**src/rtl/flush_pkg.sv**
```systemverilog
// Shared types for the receive FIFO flush timer.
package flush_pkg;
    typedef enum logic [1:0] {
        PMODE_NORMAL = 2'd0,  // count macroticks up to the period
        PMODE_ALWAYS = 2'd1,  // period zero: permanently expired
        PMODE_NEVER  = 2'd2   // period all ones: never expires
    } pmode_t;
endpackage

```
**src/rtl/flush_cfg.sv**
```systemverilog
// Holds the programmed period and decodes its reserved values.
// Assumes the period is written only while cfg_en is high.
module flush_cfg #(
    parameter int DUR_W = 14
) (
    input  logic                 clk,
    input  logic                 rst_n,
    input  logic                 cfg_en,
    input  logic [DUR_W-1:0]     dur_in,
    output logic [DUR_W-1:0]     dur_q,
    output flush_pkg::pmode_t    mode
);
    import flush_pkg::*;
    localparam logic [DUR_W-1:0] DUR_MAX = {DUR_W{1'b1}};

    // Period register: loads only while configuration is open.
    always_ff @(posedge clk) begin
        if (!rst_n)      dur_q <= DUR_MAX;
        else if (cfg_en) dur_q <= dur_in;
    end

    // Decode of the two reserved values.
    always_comb begin
        if (dur_q == '0)          mode = PMODE_ALWAYS;
        else if (dur_q == DUR_MAX) mode = PMODE_NEVER;
        else                      mode = PMODE_NORMAL;
    end

    // Period may change only on a configuration edge.
    assert_dur_hold_R10: assert property (@(posedge clk) disable iff (!rst_n)
        !cfg_en |=> $stable(dur_q));
endmodule

```
**src/rtl/flush_count.sv**
```systemverilog
// Macrotick counter. It restarts on cycle start, on configuration and on
// its own expiry. It flags a hit on the edge where the count reaches the period.
// Assumes mtick and cyc_start are single-clock strobes.
module flush_count #(
    parameter int DUR_W = 14
) (
    input  logic                 clk,
    input  logic                 rst_n,
    input  logic                 hold,
    input  flush_pkg::pmode_t    mode,
    input  logic [DUR_W-1:0]     dur_q,
    input  logic                 mtick,
    input  logic                 cyc_start,
    output logic                 hit
);
    import flush_pkg::*;
    logic [DUR_W-1:0] cnt;
    logic [DUR_W-1:0] cnt_inc;

    // Next count value and the reach-period comparison.
    always_comb begin
        cnt_inc = cnt + 1'b1;
        hit = (mode == PMODE_NORMAL) && !hold && !cyc_start && mtick && (cnt_inc == dur_q);
    end

    // Elapsed-macrotick register.
    always_ff @(posedge clk) begin
        if (!rst_n)                                   cnt <= '0;
        else if (hold || cyc_start || mode != PMODE_NORMAL) cnt <= '0;
        else if (mtick)                               cnt <= hit ? '0 : cnt_inc;
    end

    // The count never reaches the period in normal mode.
    assert_cnt_below_dur_R2: assert property (@(posedge clk) disable iff (!rst_n)
        (mode == PMODE_NORMAL) |-> (cnt < dur_q));
    // A cycle start wins over a coincident macrotick.
    assert_restart_R5: assert property (@(posedge clk) disable iff (!rst_n)
        cyc_start |=> (cnt == '0));
    // Configuration holds the count at zero.
    assert_cfg_hold_R11: assert property (@(posedge clk) disable iff (!rst_n)
        hold |=> (cnt == '0));
endmodule

```
**src/rtl/flush_irq.sv**
```systemverilog
// Sticky almost-full interrupt flag. It is set by a qualified expiry and
// cleared by software. On a coincident clear and set, the set wins.
module flush_irq (
    input  logic clk,
    input  logic rst_n,
    input  logic expired,
    input  logic fifo_empty,
    input  logic wm_reached,
    input  logic irq_clr,
    output logic irq_flag
);
    logic qual;

    // An expiry counts only for a non-empty FIFO below the watermark.
    always_comb qual = expired && !fifo_empty && !wm_reached;

    // Flag register: a qualified expiry sets it; it holds until cleared.
    always_ff @(posedge clk) begin
        if (!rst_n) irq_flag <= 1'b0;
        else        irq_flag <= qual || (irq_flag && !irq_clr);
    end

    assert_irq_sticky_R8: assert property (@(posedge clk) disable iff (!rst_n)
        (irq_flag && !irq_clr) |=> irq_flag);
    assert_irq_set_R6: assert property (@(posedge clk) disable iff (!rst_n)
        qual |=> irq_flag);
    assert_irq_blocked_R7: assert property (@(posedge clk) disable iff (!rst_n)
        (!irq_flag && (fifo_empty || wm_reached)) |=> !irq_flag);
endmodule

```
**src/rtl/fifo_flush_timer.sv**
```systemverilog
// Top of the receive FIFO periodic flush timer. It drives a registered
// expired indication and a sticky interrupt flag.
// Assumes mtick and cyc_start are synchronous one-clock strobes.
module fifo_flush_timer #(
    parameter int DUR_W = 14
) (
    input  logic             clk,
    input  logic             rst_n,
    input  logic             cfg_en,
    input  logic [DUR_W-1:0] dur_in,
    input  logic             mtick,
    input  logic             cyc_start,
    input  logic             fifo_empty,
    input  logic             wm_reached,
    input  logic             irq_clr,
    output logic             expired,
    output logic             irq_flag
);
    import flush_pkg::*;
    logic [DUR_W-1:0] dur_q;
    pmode_t           mode;
    logic             hit;
    logic             always_on;

    flush_cfg #(.DUR_W(DUR_W)) u_cfg (
        .clk(clk), .rst_n(rst_n), .cfg_en(cfg_en), .dur_in(dur_in),
        .dur_q(dur_q), .mode(mode));

    flush_count #(.DUR_W(DUR_W)) u_cnt (
        .clk(clk), .rst_n(rst_n), .hold(cfg_en), .mode(mode), .dur_q(dur_q),
        .mtick(mtick), .cyc_start(cyc_start), .hit(hit));

    // Zero period: expired is held outside configuration.
    always_comb always_on = (mode == PMODE_ALWAYS);

    // Registered expired output.
    always_ff @(posedge clk) begin
        if (!rst_n) expired <= 1'b0;
        else        expired <= !cfg_en && (always_on || hit);
    end

    flush_irq u_irq (
        .clk(clk), .rst_n(rst_n), .expired(expired), .fifo_empty(fifo_empty),
        .wm_reached(wm_reached), .irq_clr(irq_clr), .irq_flag(irq_flag));

    // A normal-period expiry always follows a macrotick.
    assert_pulse_from_tick_R2: assert property (@(posedge clk) disable iff (!rst_n)
        (!always_on && !cfg_en && !hit) |=> !expired);
    assert_never_R4: assert property (@(posedge clk) disable iff (!rst_n)
        (mode == PMODE_NEVER) |=> !expired);
    assert_always_R3: assert property (@(posedge clk) disable iff (!rst_n)
        (always_on && !cfg_en) |=> expired);
endmodule

```
**config.mk**
```make
export PLATFORM = sky130hd
export DESIGN_NAME = fifo_flush_timer
export DESIGN_NICKNAME = d
export VERILOG_FILES = /design/src/rtl/flush_pkg.sv /design/src/rtl/flush_cfg.sv /design/src/rtl/flush_count.sv /design/src/rtl/flush_irq.sv /design/src/rtl/fifo_flush_timer.sv
export SDC_FILE = /design/constraint.sdc
export NUM_CORES = 1
export LEC_CHECK = 0
export ABC_CLOCK_PERIOD_IN_PS = 2980
export BUFFER_PORTS_ARGS = -buffer_cell sky130_fd_sc_hd__buf_2
export CAP_MARGIN = 20
export CORE_MARGIN = 3
export CORE_UTILIZATION = 25
export DETAILED_ROUTE_END_ITERATION = 10
export PLACE_DENSITY = 0.43
export SLEW_MARGIN = 20
export SYNTH_ARGS = -nofsm -noshare
export SYNTH_HDL_FRONTEND = slang
export SYNTH_SLANG_ARGS = --single-unit
```
**constraint.sdc**
```tcl
create_clock -name clk -period 2.98 [get_ports clk]
set_input_delay 0.596 -clock clk [delete_from_list [all_inputs] [get_ports clk]]
set_output_delay 0.596 -clock clk [all_outputs]
set_load 0.03 [all_outputs]
```
==> impl_results.md, run 1 <==
* Buffers inserted during post-CTS setup optimization at 0
* CP Capture Type: flop
* Vias in the first global route at 1526
* ANT cells at 0
* CP max FO at 9
* Hold Buf Count CTS at 0
* Critical path type: reg -> reg
* Root Buffer: clkbuf_8
* CTS tree: done
* Global-route track usage on met1 at ~17%
* Clock Tree Buf Depth at 2
* H-tree Lvls at 2
* Placement Rows at 30
* Reg area at ~600 um2
* DRT antenna net count at 0
* CORE AREA at ~0.007 mm2
* Die footprint at 0.00846 mm2
* WP data required at 3.13 ns
* Largest net degree at the start of global routing at 19
* Synth-to-layout area growth at 15.8%
* Hpwl dp at ~3600 um
* Post-Syn Instances at 213
* Post-Syn Area per Cell at approximately 8.7 um2
* Main synth FF type: dfxtp_1
* Final Cell Area at roughly 0.0021 mm2
* Total number of vias at 1584
* Min Tclk post-route at roughly 2.6 ns
* Finished Layout Cells at 330
* Synthesized area at 0.00185 mm2
* Area occupied by multi-input gates at 0.00116 mm2
* DRC at 0
* Fill count at 782
* Post-synthesis sequential area ratio at 32.5%
* Peak supply drop at 197 uV
* Initial drt markers at 101
* Placed Cells at 322
* Slew Viols, Final at 0
* Largest stage delay, worst path at approximately 0.46 ns
* Worst-path clk slew at 0.06 ns
* First-pass GRT wire length at 8030 um
* Fin nets at 256
* Placed inst area at 0.00202 mm2
* Routed len/inst at 14.5 um
* Syn_nets at 236
* Cells along the critical path: ha_1 > and4_1 > nand2_1 > o311ai_0 > o2bb2ai_1 > nor4_4 > buf_4 > nor3_1
* Worst-Skew Late Latency at 0.28 ns
* Vias/cell at 4.80
* RSZ-0062 raised after global routing: false
* Slew headroom at ~63%
* Slew @ Worst Pin at 0.550 ns
* Pwr Density at 427 mW/mm2
* Final Skew at 0.00511 ns
* Final TNS setup at 0 ns
* Max Cap Violations at 0
* EDFF count, synth at 0
* DRT Wirelength at around 4800 um
* Global-route usage over all layers at about 12%
* Crit path launch type: flop
* Final Hold Viols at 0
* Warnings from Yosys at 0
* Crit path DAT at around 2.8 ns
* Met2 global-route usage at 17.7%
* Drt first pass iters at 4
* Async S/R FF share, synth at 0%
* CP max stage cell: dfxtp_1
* Yosys reg bits at 30
* Layout cells sized above 1 at 18.4%
* Number of I/O pins at 24
* Static Leak at between 0.7 and 0.8 nW
* Die Y at ~92 um
* Sink Count at 30
* Chip width at 92.0 um
* Final period utilization at 87.4%
* Routability congestion estimate at 0.796
* PortBufs at 23
* Inserted Clock Buffers at 5
* Initial antenna violation count at 0
* Tightest Hold Check Type: reg -> reg
* Tot Pwr at just over 0.0009 W
* Grt met3 use at 2.87%
* Status: finished, final reports clean
* Total gr overflow at 0
* Fmax at 0.384 GHz
* Gr busiest metal: met2
* Post-synth cell types at 53
* Finish-stage setup viols at 0
* Initial Util at 26.5%
-- logic make-up after synthesis --
logic type / count (synthesis) / synth area share, %
buffers and inverters: 16 / 5.07
multiplexers: 14 / 7.58
AND/OR/NAND/NOR: 102 / 32.3
XOR/XNOR: 23 / 10.9
flip-flops: 30 / 32.5
AO/OA/AOI/OAI: 27 / 11.0
adder cells (fa/ha/maj): 1 / 0.676
-- layer usage --
| layer | vias up | part of all wire (%) |
|---|---|---|
| met5 | - | 0 |
| met4 | 0 | 1.9 |
| met3 | 8 | 3.4 |
| met2 | 22 | 45 |
| met1 | 735 | 50 |
| li1 | 819 | - |
-- cells in the final DEF, fill, tap and decap left out, types with 7 or more instances in the layout --
| master | synthesis | final |
|---|---|---|
| xor2_1 | 12 | 12 |
| nand3_1 | 7 | 7 |
| buf_2 | 3 | 23 |
| nor3_1 | 15 | 15 |
| mux2i_1 | 14 | 14 |
| dfxtp_1 | 30 | 30 |
| xnor2_1 | 11 | 11 |
| nor2_1 | 9 | 9 |
| nand2_1 | 26 | 26 |
| nand4_1 | 10 | 10 |
-- state kept, by name, summed over array words and instances, names as in the netlist --
register / cells
u_irq.irq_flag: 1
expired: 1
u_cfg.dur_q: 14
u_cnt.cnt: 14
-- worst max-delay path: cells and delay by family, from the launching register on --
kind | cells | cell delay (ns)
simple gates | 4 | 0.92
compound gates | 2 | 0.53
fa+ha+maj | 1 | 0.33
buf+inv | 1 | 0.24
flops | 1 | 0.46
-- metrics by stage --
stage               setup WS [ns]  utilization (%)  hold slack (ns)
global route                0.105             30.7            0.531
global placement            0.496             29.0            0.507
CTS                         0.277             30.6            0.521
finish                      0.375             30.7            0.518
detailed placement          0.301             29.0            0.512
floorplan                   0.686                -            0.497
-- final timing paths --
kind / start / endpoint / slack [ns] / depth (start not counted)
max: u_cnt.cnt[0] / u_cnt.cnt[3] / 0.37 / 8
min: expired / u_irq.irq_flag / 0.52 / 2
max reg2reg: u_cnt.cnt[0] / u_cnt.cnt[3] / 0.37 / 8
min reg2reg: expired / u_irq.irq_flag / 0.52 / 2
-- report_power, final --
group,internal (W),switching [W]
combinational,0.0000373,0.0000387
clock,0.000246,0.000160
sequential,0.000413,0.0000196
total,0.000696,0.000218
-- layout make-up --
type / instances / area share, %
multi-input combinational: 167 / 54.3
timing repair buffer: 26 / 6.43
inverter: 3 / 0.526
tap: 96 / 5.61
sequential: 30 / 28.0
clock inverter: 3 / 1.87
clock buffer: 5 / 3.21
-- cells in the mapped netlist (all sizes together) (2+ instances only) --
master	number	share of area [%]
dfxtp	30	32
nand2	26	5.3
nor3	15	4.1
mux2i	14	7.6
xor2	12	5.7
nand4	11	4.5
xnor2	11	5.2
buf	10	3.9
nand3	9	3.0
nor2	9	1.8
nor4	6	2.7
a21oi	5	1.4
nor2b	5	1.7
and3	4	1.4
nand2b	4	1.4
clkbuf	3	0.61
inv	3	0.61
o31ai	3	1.2
or4	3	1.4
a211oi	2	1.1
nand4b	2	0.95
o211ai	2	0.81
o21bai	2	0.81
or3	2	0.68
-- repair_timing --
| action | CTS | global route |
|---|---|---|
| setup endpoints to repair | 0 | 1 |
| gates resized for setup | 0 | 1 |
| hold endpoints to repair | 0 | 0 |
Note: power is estimated with default switching activity, not from simulation.
==> inputs of run 2 (changes only) <==
--- a/config.mk
+++ b/config.mk
@@ -5,6 +5,7 @@
 export SDC_FILE = /design/constraint.sdc
 export NUM_CORES = 1
 export LEC_CHECK = 0
+export ABC_AREA = 1
 export ABC_CLOCK_PERIOD_IN_PS = 2980
 export BUFFER_PORTS_ARGS = -buffer_cell sky130_fd_sc_hd__buf_2
 export CAP_MARGIN = 20
==> impl_results.md, run 2 <==
* Status: finished, final reports clean (unchanged)
* DRT antenna net count at 0 (unchanged)
* Max Cap Violations at 0 (unchanged)
* Synthesized area at 0.00189 mm2 (was 0.00185 mm2)
* Synth Area in XOR/XNOR at 0.463% (was 10.9%)
* Fin nets at 348 (was 256)
* Placement Rows at 31 (was 30)
* First-pass GRT wire length at 9220 um (was 8030 um)
* Post-synth cell types at 25 (was 53)
* H-tree Lvls at 2 (unchanged)
* Chip width at 93.0 um (was 92.0 um)
* Synth Area in Compound Gates at 13.4% (was 11.0%)
* RSZ-0062 raised after global routing: false (unchanged)
* Post-synthesis simple-gate area fraction at 45.4% (was 32.3%)
* Largest net degree at the start of global routing at 27 (was 19)
* Routed len/inst at 12.3 um (was 14.5 um)
* Final Cell Area at 0.00225 mm2 (was 0.00214 mm2)
* Die Y at 93.0 um (was 92.0 um)
* Adder-cell share of the synthesized area at 0.661% (was 0.677%)
* Drt first pass iters at 4 (unchanged)
* Warnings from Yosys at 0 (unchanged)
* Synth-to-layout area growth at 19.0% (was 15.8%)
* Static Leak at 0.981 nW (was 0.782 nW)
* Hold Buf Count CTS at 0 (unchanged)
* CTS tree: done (unchanged)
* Commonest cells after routing, fill and taps aside: nand2_1 (92), nand3_1 (37), inv_1 (30), dfxtp_1 (30), nor2_1 (29) (was dfxtp_1 (30), nand2_1 (26), buf_2 (23))
* Critical path type: reg -> reg (unchanged)
* Post-Syn Area per Cell at 6.29 um2 (was 8.68 um2)
* Pwr Density at 461 mW/mm2 (was 427 mW/mm2)
* Total gr overflow at 0 (unchanged)
* EDFF count, synth at 0 (unchanged)
* ANT cells at 0 (unchanged)
* Buffers inserted during post-CTS setup optimization at 0 (unchanged)
* Min Tclk post-route at 2.16 ns (was 2.61 ns)
* DRC at 0 (unchanged)
* Placed inst area at 0.00211 mm2 (was 0.00202 mm2)
* WP data required at 3.15 ns (was 3.13 ns)
* Slew headroom at 57.5% (was 63.2%)
* Mux cell area share after synthesis at 0% (was 7.58%)
* Ranking of synthesized cells by area: dfxtp_1 (32%), nand2_1 (18%), nand3_1 (9.8%), inv_1 (6.0%), nor2_1 (5.8%) (was dfxtp_1 (32%), mux2i_1 (7.6%), xor2_1 (5.7%), nand2_1 (5.3%), xnor2_1 (5.2%))
* Syn_nets at 324 (was 236)
* DRT Wirelength at 5250 um (was 4780 um)
* Die footprint at 0.00865 mm2 (was 0.00846 mm2)
* Total number of vias at 1893 (was 1584)
* Yosys reg bits at 30 (unchanged)
* Post-synthesis sequential area ratio at 31.7% (was 32.5%)
* Initial antenna violation count at 0 (unchanged)
* Final Skew at 0.00326 ns (was 0.00511 ns)
* Finish-stage setup viols at 0 (unchanged)
* Largest family of logic cells by synthesized area: simple AND/OR/NAND/NOR gates (unchanged)
* Vias in the first global route at 1931 (was 1526)
* Peak supply drop at 143 uV (was 197 uV)
* Inserted Clock Buffers at 5 (unchanged)
* Final TNS setup at 0 ns (unchanged)
* Layout cells sized above 1 at 18.7% (was 18.4%)
* PostCTS Resize Cnt at 0 (unchanged)
* Most common cell after layout, fill and taps aside: nand2_1 (was dfxtp_1)
* Post-Syn Instances at 301 (was 213)
* CORE AREA at 0.00729 mm2 (was 0.00698 mm2)
* Initial Util at 25.9% (was 26.5%)
* Final period utilization at 72.5% (was 87.4%)
* Global-route usage over all layers at 13.3% (was 12.0%)
* Hpwl dp at 4020 um (was 3610 um)
* Main synth FF type: dfxtp_1 (unchanged)
* Final Hold Viols at 0 (unchanged)
* PortBufs at 23 (unchanged)
* Sink Count at 30 (unchanged)
* Fill count at 863 (was 782)
* Worst-Skew Late Latency at 0.28 ns (about the same)
* Vias/cell at 4.45 (was 4.80)
* Root Buffer: clkbuf_8 (unchanged)
* Routability congestion estimate at 0.849 (was 0.796)
* Commonest cells post-synth: nand2_1 (92), nand3_1 (37), dfxtp_1 (30), inv_1 (30), nor2_1 (29) (was dfxtp_1 (30), nand2_1 (26), nor3_1 (15), mux2i_1 (14), xor2_1 (12))
* Number of I/O pins at 24 (unchanged)
* Tightest Hold Check Type: reg -> reg (unchanged)
* Worst-path clk slew at 0.07 ns (was 0.06 ns)
* CP Capture Type: flop (unchanged)
* Crit path launch type: flop (unchanged)
* Initial drt markers at 117 (was 101)
* Async S/R FF share, synth at 0% (unchanged)
* Synth top area share at 31.7% (was 32.5%)
* Fmax at 0.463 GHz (was 0.384 GHz)
* Post-synth top area cell: dfxtp_1 (unchanged)
* Most common cell in the netlist: nand2_1 (was dfxtp_1)
* Slew Viols, Final at 0 (unchanged)
* Largest registers: u_cfg.dur_q: 14 flops, u_cnt.cnt: 14 flops (unchanged)
* Clock Tree Buf Depth at 2 (unchanged)
* Crit path DAT at 2.33 ns (was 2.75 ns)
* Slew @ Worst Pin at 0.633 ns (was 0.550 ns)
* CP max FO at 15 (was 9)
run 2: kinds of logic (layout without fill, tap and decap cells):
logic type / Yosys count / count (layout)
AOI/OAI and AO/OA: 41 / 41
xor gates and xnor gates: 1 / 1
adders and majority gates: 1 / 1
buffers and inverters: 40 / 65
DFF: 30 / 30
and+or+nand+nor: 188 / 188
run 2: final cells by class:
cell class	instances	area, um2	area share, %
Multi-Input combinational cell	231	1130	50.4
Sequential cell	30	601	26.7
Timing Repair Buffer	25	130	5.78
Tap cell	99	124	5.50
Inverter	32	120	5.34
Clock buffer	6	82.6	3.67
Clock inverter	2	60.1	2.67
run 2: final timing paths:
path	startpoint	end	slack, ns	cells past startpoint
max	u_cnt.cnt[0]	u_cnt.cnt[2]	0.82	14
min	u_irq.irq_flag	u_irq.irq_flag	0.47	2
max reg2reg	u_cnt.cnt[0]	u_cnt.cnt[2]	0.82	14
min reg2reg	u_irq.irq_flag	u_irq.irq_flag	0.47	2
run 2: stage by stage:
stage / cells / hold WS, ns / setup WS (ns) / util, % / total power (W)
finish: 425 / 0.467 / 0.818 / 30.9 / 0.00104
floorplan: 301 / 0.469 / 1.10 / - / 0.000484
CTS: 425 / 0.474 / 0.799 / 30.9 / 0.00105
global route: 425 / 0.508 / 0.576 / 30.9 / 0.00108
global placement: 417 / 0.453 / 0.856 / 28.9 / 0.000520
detailed placement: 417 / 0.464 / 0.816 / 28.9 / 0.000520
run 2: layer usage:
metal / vias up / track usage [%] / share of wire, %
li1: 1019 / - / -
met3: 7 / 2.90 / 3.6
met2: 42 / 20.7 / 43
met5: - / 0 / 0
met1: 825 / 18.6 / 52
met4: 0 / 3.42 / 1.2
run 2: worst max-delay path, cell delays in order (launching register included):
cell,delay (ns)
dfxtp_1,0.42
ha_1,0.25
nand2_1,0.13
nor2_2,0.17
nand2_1,0.10
nand2_1,0.09
nand2_1,0.08
nand2_1,0.06
nand2_1,0.04
nor2_1,0.11
nand3_1,0.10
nor2_2,0.13
nand2_4,0.19
nand2_1,0.11
a21oi_1,0.06
run 2: power breakdown:
group          switching, W  internal (W)
Sequential        0.0000149      0.000415
Combinational     0.0000488     0.0000312
Clock              0.000170      0.000357
